File: src/rtl/fc_pkg.sv
package fc_pkg;
    typedef struct packed {
        logic permit;
        logic prev;
        logic irq;
    } cts_st_t;

    typedef struct packed {
        logic rts_n;
    } rts_st_t;
endpackage

File: src/rtl/fc_sync.sv
module fc_sync #(
    parameter int STAGES = 2,
    parameter logic RST_VAL = 1'b1
) (
    input  logic clk,
    input  logic rst_n,
    input  logic din,
    output logic dout
);
    logic [STAGES-1:0] sh_d, sh_q;

    generate
        if (STAGES == 1) begin : g_one
            always_comb sh_d = din;
        end else begin : g_many
            always_comb sh_d = {sh_q[STAGES-2:0], din};
        end
    endgenerate

    always_ff @(posedge clk or negedge rst_n) begin
        if (!rst_n) sh_q <= {STAGES{RST_VAL}};
        else        sh_q <= sh_d;
    end

    assign dout = sh_q[STAGES-1];
endmodule

File: src/rtl/fc_rts_ctrl.sv
module fc_rts_ctrl
    import fc_pkg::*;
#(
    parameter int LVL_W = 7,
    parameter int HYST  = 4
) (
    input  logic             clk,
    input  logic             rst_n,
    input  logic             auto_en,
    input  logic             sw_rts,
    input  logic [LVL_W-1:0] level,
    input  logic [LVL_W-1:0] trig,
    output logic             rts_n
);
    localparam int EXT_W = LVL_W + 1;
    localparam logic [EXT_W-1:0] HYST_X = EXT_W'(HYST);

    rts_st_t st_d, st_q;
    logic    trip, clear_ok;

    always_comb begin
        trip     = (level >= trig);
        clear_ok = ({1'b0, level} + HYST_X) < {1'b0, trig};
        st_d     = st_q;
        if (!auto_en)      st_d.rts_n = ~sw_rts;
        else if (trip)     st_d.rts_n = 1'b1;
        else if (clear_ok) st_d.rts_n = 1'b0;
    end

    always_ff @(posedge clk or negedge rst_n) begin
        if (!rst_n) st_q <= '{rts_n: 1'b1};
        else        st_q <= st_d;
    end

    assign rts_n = st_q.rts_n;

    p_rts_trip_r2: assert property (@(posedge clk) disable iff (!rst_n)
        (auto_en && level >= trig) |=> rts_n);
    p_rts_band_r3: assert property (@(posedge clk) disable iff (!rst_n)
        (auto_en && level < trig && ({1'b0, level} + HYST_X) >= {1'b0, trig})
        |=> $stable(rts_n));
    p_rts_manual_r4: assert property (@(posedge clk) disable iff (!rst_n)
        (!auto_en && sw_rts) |=> !rts_n);
endmodule

File: src/rtl/fc_cts_ctrl.sv
module fc_cts_ctrl
    import fc_pkg::*;
(
    input  logic clk,
    input  logic rst_n,
    input  logic cts_s,
    input  logic auto_en,
    input  logic char_bound,
    input  logic enh_en,
    input  logic cts_ie,
    input  logic irq_ack,
    output logic tx_permit,
    output logic cts_irq
);
    cts_st_t st_d, st_q;
    logic    chg, irq_gate;

    always_comb begin
        chg      = (cts_s != st_q.prev);
        irq_gate = enh_en & cts_ie;
        st_d      = st_q;
        st_d.prev = cts_s;
        if (!auto_en)
            st_d.permit = 1'b1;
        else if (!st_q.permit)
            st_d.permit = ~cts_s;
        else if (char_bound)
            st_d.permit = ~cts_s;
        if (chg && irq_gate) st_d.irq = 1'b1;
        else if (irq_ack)    st_d.irq = 1'b0;
    end

    always_ff @(posedge clk or negedge rst_n) begin
        if (!rst_n) st_q <= '{permit: 1'b0, prev: 1'b1, irq: 1'b0};
        else        st_q <= st_d;
    end

    assign tx_permit = st_q.permit;
    assign cts_irq   = st_q.irq;

    p_permit_free_r5: assert property (@(posedge clk) disable iff (!rst_n)
        !auto_en |=> tx_permit);
    p_mid_char_r7: assert property (@(posedge clk) disable iff (!rst_n)
        (auto_en && tx_permit && !char_bound) |=> tx_permit);
    p_resume_r8: assert property (@(posedge clk) disable iff (!rst_n)
        (auto_en && !tx_permit && !cts_s) |=> tx_permit);
    p_irq_set_r9: assert property (@(posedge clk) disable iff (!rst_n)
        (chg && enh_en && cts_ie) |=> cts_irq);
    p_irq_gate_r10: assert property (@(posedge clk) disable iff (!rst_n)
        (!cts_irq && !enh_en) |=> !cts_irq);
    p_irq_ack_r11: assert property (@(posedge clk) disable iff (!rst_n)
        (irq_ack && !(chg && irq_gate)) |=> !cts_irq);
endmodule

File: src/rtl/uart_flowctl.sv
module uart_flowctl #(
    parameter int LVL_W       = 7,
    parameter int HYST        = 4,
    parameter int SYNC_STAGES = 2
) (
    input  logic             clk,
    input  logic             rst_n,
    input  logic             auto_rts_en,
    input  logic             auto_cts_en,
    input  logic             enh_en,
    input  logic             cts_ie,
    input  logic             sw_rts,
    input  logic [LVL_W-1:0] rx_level,
    input  logic [LVL_W-1:0] rts_trig,
    input  logic             char_bound,
    input  logic             irq_ack,
    input  logic             cts_n,
    output logic             rts_n,
    output logic             tx_permit,
    output logic             cts_irq
);
    logic cts_sync;

    fc_sync #(.STAGES(SYNC_STAGES), .RST_VAL(1'b1)) u_sync (
        .clk  (clk),
        .rst_n(rst_n),
        .din  (cts_n),
        .dout (cts_sync)
    );

    fc_rts_ctrl #(.LVL_W(LVL_W), .HYST(HYST)) u_rts (
        .clk    (clk),
        .rst_n  (rst_n),
        .auto_en(auto_rts_en),
        .sw_rts (sw_rts),
        .level  (rx_level),
        .trig   (rts_trig),
        .rts_n  (rts_n)
    );

    fc_cts_ctrl u_cts (
        .clk       (clk),
        .rst_n     (rst_n),
        .cts_s     (cts_sync),
        .auto_en   (auto_cts_en),
        .char_bound(char_bound),
        .enh_en    (enh_en),
        .cts_ie    (cts_ie),
        .irq_ack   (irq_ack),
        .tx_permit (tx_permit),
        .cts_irq   (cts_irq)
    );

    p_reset_r1: assert property (@(posedge clk)
        !rst_n |=> (!rst_n -> (rts_n && !tx_permit && !cts_irq)));
endmodule

File: config.mk
export PLATFORM = sky130hd
export DESIGN_NAME = uart_flowctl
export DESIGN_NICKNAME = d
export VERILOG_FILES = /design/src/rtl/fc_pkg.sv /design/src/rtl/fc_sync.sv /design/src/rtl/fc_rts_ctrl.sv /design/src/rtl/fc_cts_ctrl.sv /design/src/rtl/uart_flowctl.sv
export SDC_FILE = /design/constraint.sdc
export NUM_CORES = 1
export LEC_CHECK = 0
export BUFFER_PORTS_ARGS = -buffer_cell sky130_fd_sc_hd__buf_2
export CAP_MARGIN = 10
export CORE_MARGIN = 2
export CORE_UTILIZATION = 44
export CTS_BUF_LIST = sky130_fd_sc_hd__clkbuf_16
export CTS_CLUSTER_DIAMETER = 80
export DETAILED_ROUTE_END_ITERATION = 8
export GPL_ROUTABILITY_DRIVEN = 0
export PLACE_DENSITY = 0.76
export SYNTH_ARGS = -nofsm -noshare
export SYNTH_HDL_FRONTEND = slang
export SYNTH_SLANG_ARGS = --single-unit
File: constraint.sdc
create_clock -name clk -period 1.1 [get_ports clk]
set_input_delay 0.055 -clock clk [delete_from_list [all_inputs] [get_ports clk]]
set_output_delay 0.055 -clock clk [all_outputs]
set_load 0.02 [all_outputs]
; ---- Yosys cells after proc, flatten, opt, wreduce, memory -nomap -nowiden
; Cells that the tools add are included.
[word_totals]
ff_bits = 6
in_bits = 24
output_inout_bits = 3
word_cells = 23
[classes]
n_addsub = 1
order_cmp = 2
eq_ne = 2
n_mux = 8
bitwise_logic = 3
n_reduce_logical = 2
[op_table]
columns = op, n
row1 = adder 7 x 3 -> 8 bit (second input constant), 1
row2 = less-than comparator 8 x 7 -> 1 bit, 1
row3 = two-way mux 1 bit, 8
row4 = >= comparator 7 bit, 1
row5 = inequality test 3 x 1 -> 1 bit (second input constant), 1
row6 = NOT 1 bit, 2
row7 = nonzero test 2 bit, 1
row8 = AND 1 bit, 1
row9 = logical AND 1 bit, 1
row10 = inequality test 1 bit, 1

; ---- Logic depth before layout (Yosys ltp)
[logic_depth]
word_depth = 5
ltp_mapped = 8
mapped_depth_nobuf = 8

; ---- Hierarchy
; From an unflattened synthesis, not the netlist that was laid out.
[unflattened]
hier_cells = 62
area_unflattened_um2 = 600.6
[by_module_without_submodules]
columns = module, instances, cells_per_inst, area_each_um2, seq_area_each_um2
row1 = fc_rts_ctrl, 1, 51, 431.7, 26.3
row2 = fc_cts_ctrl, 1, 9, 116.4, 76.3
row3 = fc_sync, 1, 2, 52.6, 52.6

; ---- Least setup slack after synthesis
; OpenSTA, ideal clock, no wires.
[synth_timing]
path_type = input to register
from = in rx_level[2]
to = reg u_rts.st_q, in the netlist u_rts.rts_n
arrival_time_ps = 1224
t_required_ps = 1010
path_slack_ps = -214
stages = 7
path_buffers = 0
cell_sequence = ha_1 -> nand3_1 -> xnor2_1 -> ha_1 -> nor2b_1 -> o311ai_0 -> nand3_1
[synth_between]
elab_chain_len = 3
word_cells_on_any_way = 6
classes_between = add/sub: 1 / order compare: 2 / eq/ne: 1 / mux: 2
[synth_rtl]
columns = element, line
row1 = from (decl), uart_flowctl.sv:13  ; input logic [LVL_W-1:0] rx_level,
row2 = adder 7 x 3 -> 8 bit / >= comparator 7 bit (equally long branches), "fc_rts_ctrl.sv:23, fc_rts_ctrl.sv:22"
row3 = less-than comparator 8 x 7 -> 1 bit / two-way mux 1 bit (equally long branches), "fc_rts_ctrl.sv:23, fc_rts_ctrl.sv:26"
row4 = inequality test 3 x 1 -> 1 bit (no source line) / two-way mux 1 bit (equally long branches), n/a
row5 = to (signal assigned), fc_rts_ctrl.sv:31  ; if (!rst_n) st_q <= '{rts_n: 1'b1};
row6 = to (signal assigned), fc_rts_ctrl.sv:32  ; else st_q <= st_d;
row7 = to (decl), fc_rts_ctrl.sv:18  ; rts_st_t st_d, st_q;
; Several ways; a longest one is shown, not always the timed one.
; A chain may end at the register's enable or synchronous reset.

; ---- Final worst setup path
; Same ends and word-level chain as after synthesis.

==> results.yml <==
clock_network:
  clock_latency_ps: 230
  cts_buffers: 3
  cts.clk_slew.worst_paths_ps: 30
  htree_levels: 1
  postCtsSetupBuffers: 0
  cts_sinks: 6
  cts_tree: "done"
  cts_buffer_depth: 2
  cts_root_buf: "clkbuf_16"
grt:
  grt.overflow.total: 0
  grt_usage_pct: 21.0
  grt_pass1_wl_um: 2010
  grt_max_degree: 7
  grt_antenna_before_repair: 0
  grt_pass1_vias: 479
setup_path:
  cp.required_ps: 1240
  cp_slowest_cell: "ha_1"
  critPathMaxFanout: 3
  end_kind: "register"
  critPathMaxStageDelay_ps: 280
  worstPathCellList: "buf_8 > ha_4 > nand3_4 > xnor2_2 > ha_1 > nand4_1 > nor2_1 > o31ai_1 > nand3_1"
  ff2ff_setup_slack_ps: 10
  start_kind: "input pin"
  criticalPathCategory: "input pin to register"
  arrival_ps: 1280
logic_synthesis:
  yosys.area.top_type_share_pct: 28.5
  synth.most_common_cell: "ha_1"
  syn_inst: 62
  ys_seq_elements: 6
  synth_ff_type: "dfstp_2"
  async_flop_share_pct: 100
  yosysSeqAreaShare_pct: 27.2
  synth_warnings: 0
  synth.avg_cell_area_um2: 9.20
  synth_edf_count: 0
  syn_nets: 99
  synth_cell_types: 22
  yosysTopAreaCell: "ha_1"
  synth_area_um2: 571
  yosys-top-cells-area: "ha_1, dfstp_2, dfrtp_1"
  synthTopCellsByCount: "ha_1, inv_1, nand3_1"
timing:
  fmax_ghz: 0.878
  fin_crit_ps: 1140
  layout_setup_ws_ps: -39.1
  fin_hold_ws_ps: 8.48
  setup_viol: 1
  maxSlewViolCount: 0
  finalClockSkew_ps: 1.35
  tightestPinTransition_ps: 266
  setup_total_negative_slack_ps: -39.1
  finalHoldViolCount: 0
  slew_headroom_pct: 82.2
  min_period_over_period_pct: 104
  rsz0062_at_grt: "true"
layout:
  fin_cells: 110
  area_growth_syn_to_layout_pct: 60.5
  nNetsFinal: 135
  final_layout_size_suffix_gt1_share_pct: 44.8
  antenna_cells: 0
  fin_util_pct: 79.2
placed_design:
  dp_cells: 105
  portBuffers: 26
  dp_hpwl_um: 979
power_and_ir_drop:
  cellPowerDensity_nw_per_um2: 1220
  leakage_nw: 0.472
  pwr-share-comb_pct: 23.8
  ir_drop_uv: 1080
  clkPwrFrac_pct: 53.1
  power.share.switching_pct: 23.5
  p_sw_mw: 0.263
  p_int_mw: 0.854
  design_power_total_mw: 1.12
  p_seq_share_pct: 23.1
floorplan:
  dieArea_um2: 1600
  core_area_um2: 1160
  num_rows: 12
  num_io_pins: 27
  fp.dieW_um: 40.0
  start_util_pct: 49.4
  dieHeight_um: 40.0
worst_hold_path:
  hold_class: "input pin to register"
route:
  drt-total-wl_um: 1310
  avgRoutedWirePerCell_um: 11.9
  drt_first_pass_iters: 4
  vias: 551
  ant_nets: 0
  viasPerCell: 5.01
  drcViolationCount: 0
  drtIter0Drc: 7
run:
  cap_viol_max_count: 0
run_status:
  violations: "setup timing"
  status: "finished, violations left"
[routing by layer]
metal	global-route usage (%)	vias up	routed length (um)
li1	-	287	-
met1	23.5	238	559
met2	31.9	21	622
met3	8.33	5	95
met4	15.5	0	32
met5	0	-	0
[path summary, 6_finish.rpt]
check | cells past startpoint | startpoint | end
worst min-delay path | 2 | irq_ack | u_cts.cts_irq$_DFFE_PN0P_
max in group asynchronous | 2 | rst_n | u_cts.st_q[1]$_DFF_PN1_
worst min register to register | 0 | u_sync.sh_q[0]$_DFF_PN1_ | u_sync.sh_q[1]$_DFF_PN1_
worst max-delay path | 9 | rx_level[2] | u_rts.rts_n$_DFFE_PN1P_
min in group asynchronous | 2 | rst_n | u_cts.cts_irq$_DFFE_PN0P_
worst max register to register | 4 | u_rts.rts_n$_DFFE_PN1P_ | u_rts.rts_n$_DFFE_PN1P_
[cell families after synthesis]
kind of cell             Yosys count  share of synthesized area [%]
AO/OA/AOI/OAI                      9                           11.6
XOR/XNOR                           4                           6.14
adder cells (fa/ha/maj)           13                           28.5
buffers and inverters             11                           7.24
flip-flops                         6                           27.2
AND/OR/NAND/NOR                   19                           19.3
[worst max-delay path: cells and delay by family]
| kind | cells | cell delay (ps) |
|---|---|---|
| AO/OA/AOI/OAI | 1 | 250 |
| XOR/XNOR | 1 | 130 |
| adder cells (fa/ha/maj) | 2 | 420 |
| buffers and inverters | 1 | 90 |
| AND/OR/NAND/NOR | 4 | 330 |
[layout make-up]
| class | count | area [um2] |
|---|---|---|
| Fill cell | 80 | 240 |
| Sequential cell | 6 | 155 |
| Inverter | 11 | 41.3 |
| Clock buffer | 3 | 75.1 |
| Multi-Input combinational cell | 45 | 427 |
| Timing Repair Buffer | 31 | 200 |
| Tap cell | 14 | 17.5 |
[through the flow]
stage	setup WS (ps)	cell area (um2)
floorplan	-69.1	588
global placement	-357	758
detailed placement	-341	758
CTS	-40.6	878
global route	-206	916
finish	-39.1	916
[layout by cell type, fill, tap and decap left out, drive strengths merged, types with 2 or more instances in the layout]
| cell | instances |
|---|---|
| dfstp | 4 |
| ha | 13 |
| xnor2 | 2 |
| nand2 | 3 |
| dfrtp | 2 |
| nor2 | 2 |
| inv | 11 |
| nand2b | 4 |
| a21oi | 3 |
| buf | 28 |
| clkbuf | 4 |
| xor2 | 2 |
| dlygate4sd3 | 2 |
| nand4 | 2 |
| nand3 | 5 |
[state kept, by name, indices dropped and copies added (netlist names)]
| register | count |
|---|---|
| u_cts.cts_irq | 1 |
| u_cts.tx_permit | 1 |
| u_sync.sh_q | 2 |
| u_rts.rts_n | 1 |
| u_cts.st_q | 1 |
[power groups by stage]
stage | Combinational (mW) | Sequential [mW] | Clock (mW)
after floorplan | 0.122 | 0.273 | 0
after global placement | 0.229 | 0.259 | 0
after detailed placement | 0.234 | 0.260 | 0
after CTS | 0.252 | 0.258 | 0.604
after global routing | 0.302 | 0.259 | 0.620
final | 0.266 | 0.258 | 0.593
[what timing repair did]
| action | CTS | global route |
|---|---|---|
| pin swaps | 7 | 3 |
| hold buffers | 2 | 0 |
| endpoints found under the hold margin | 7 | 0 |
| setup endpoints to repair | 1 | 1 |
| gates resized for setup | 7 | 6 |
Note: power is estimated with default switching activity, not from simulation.
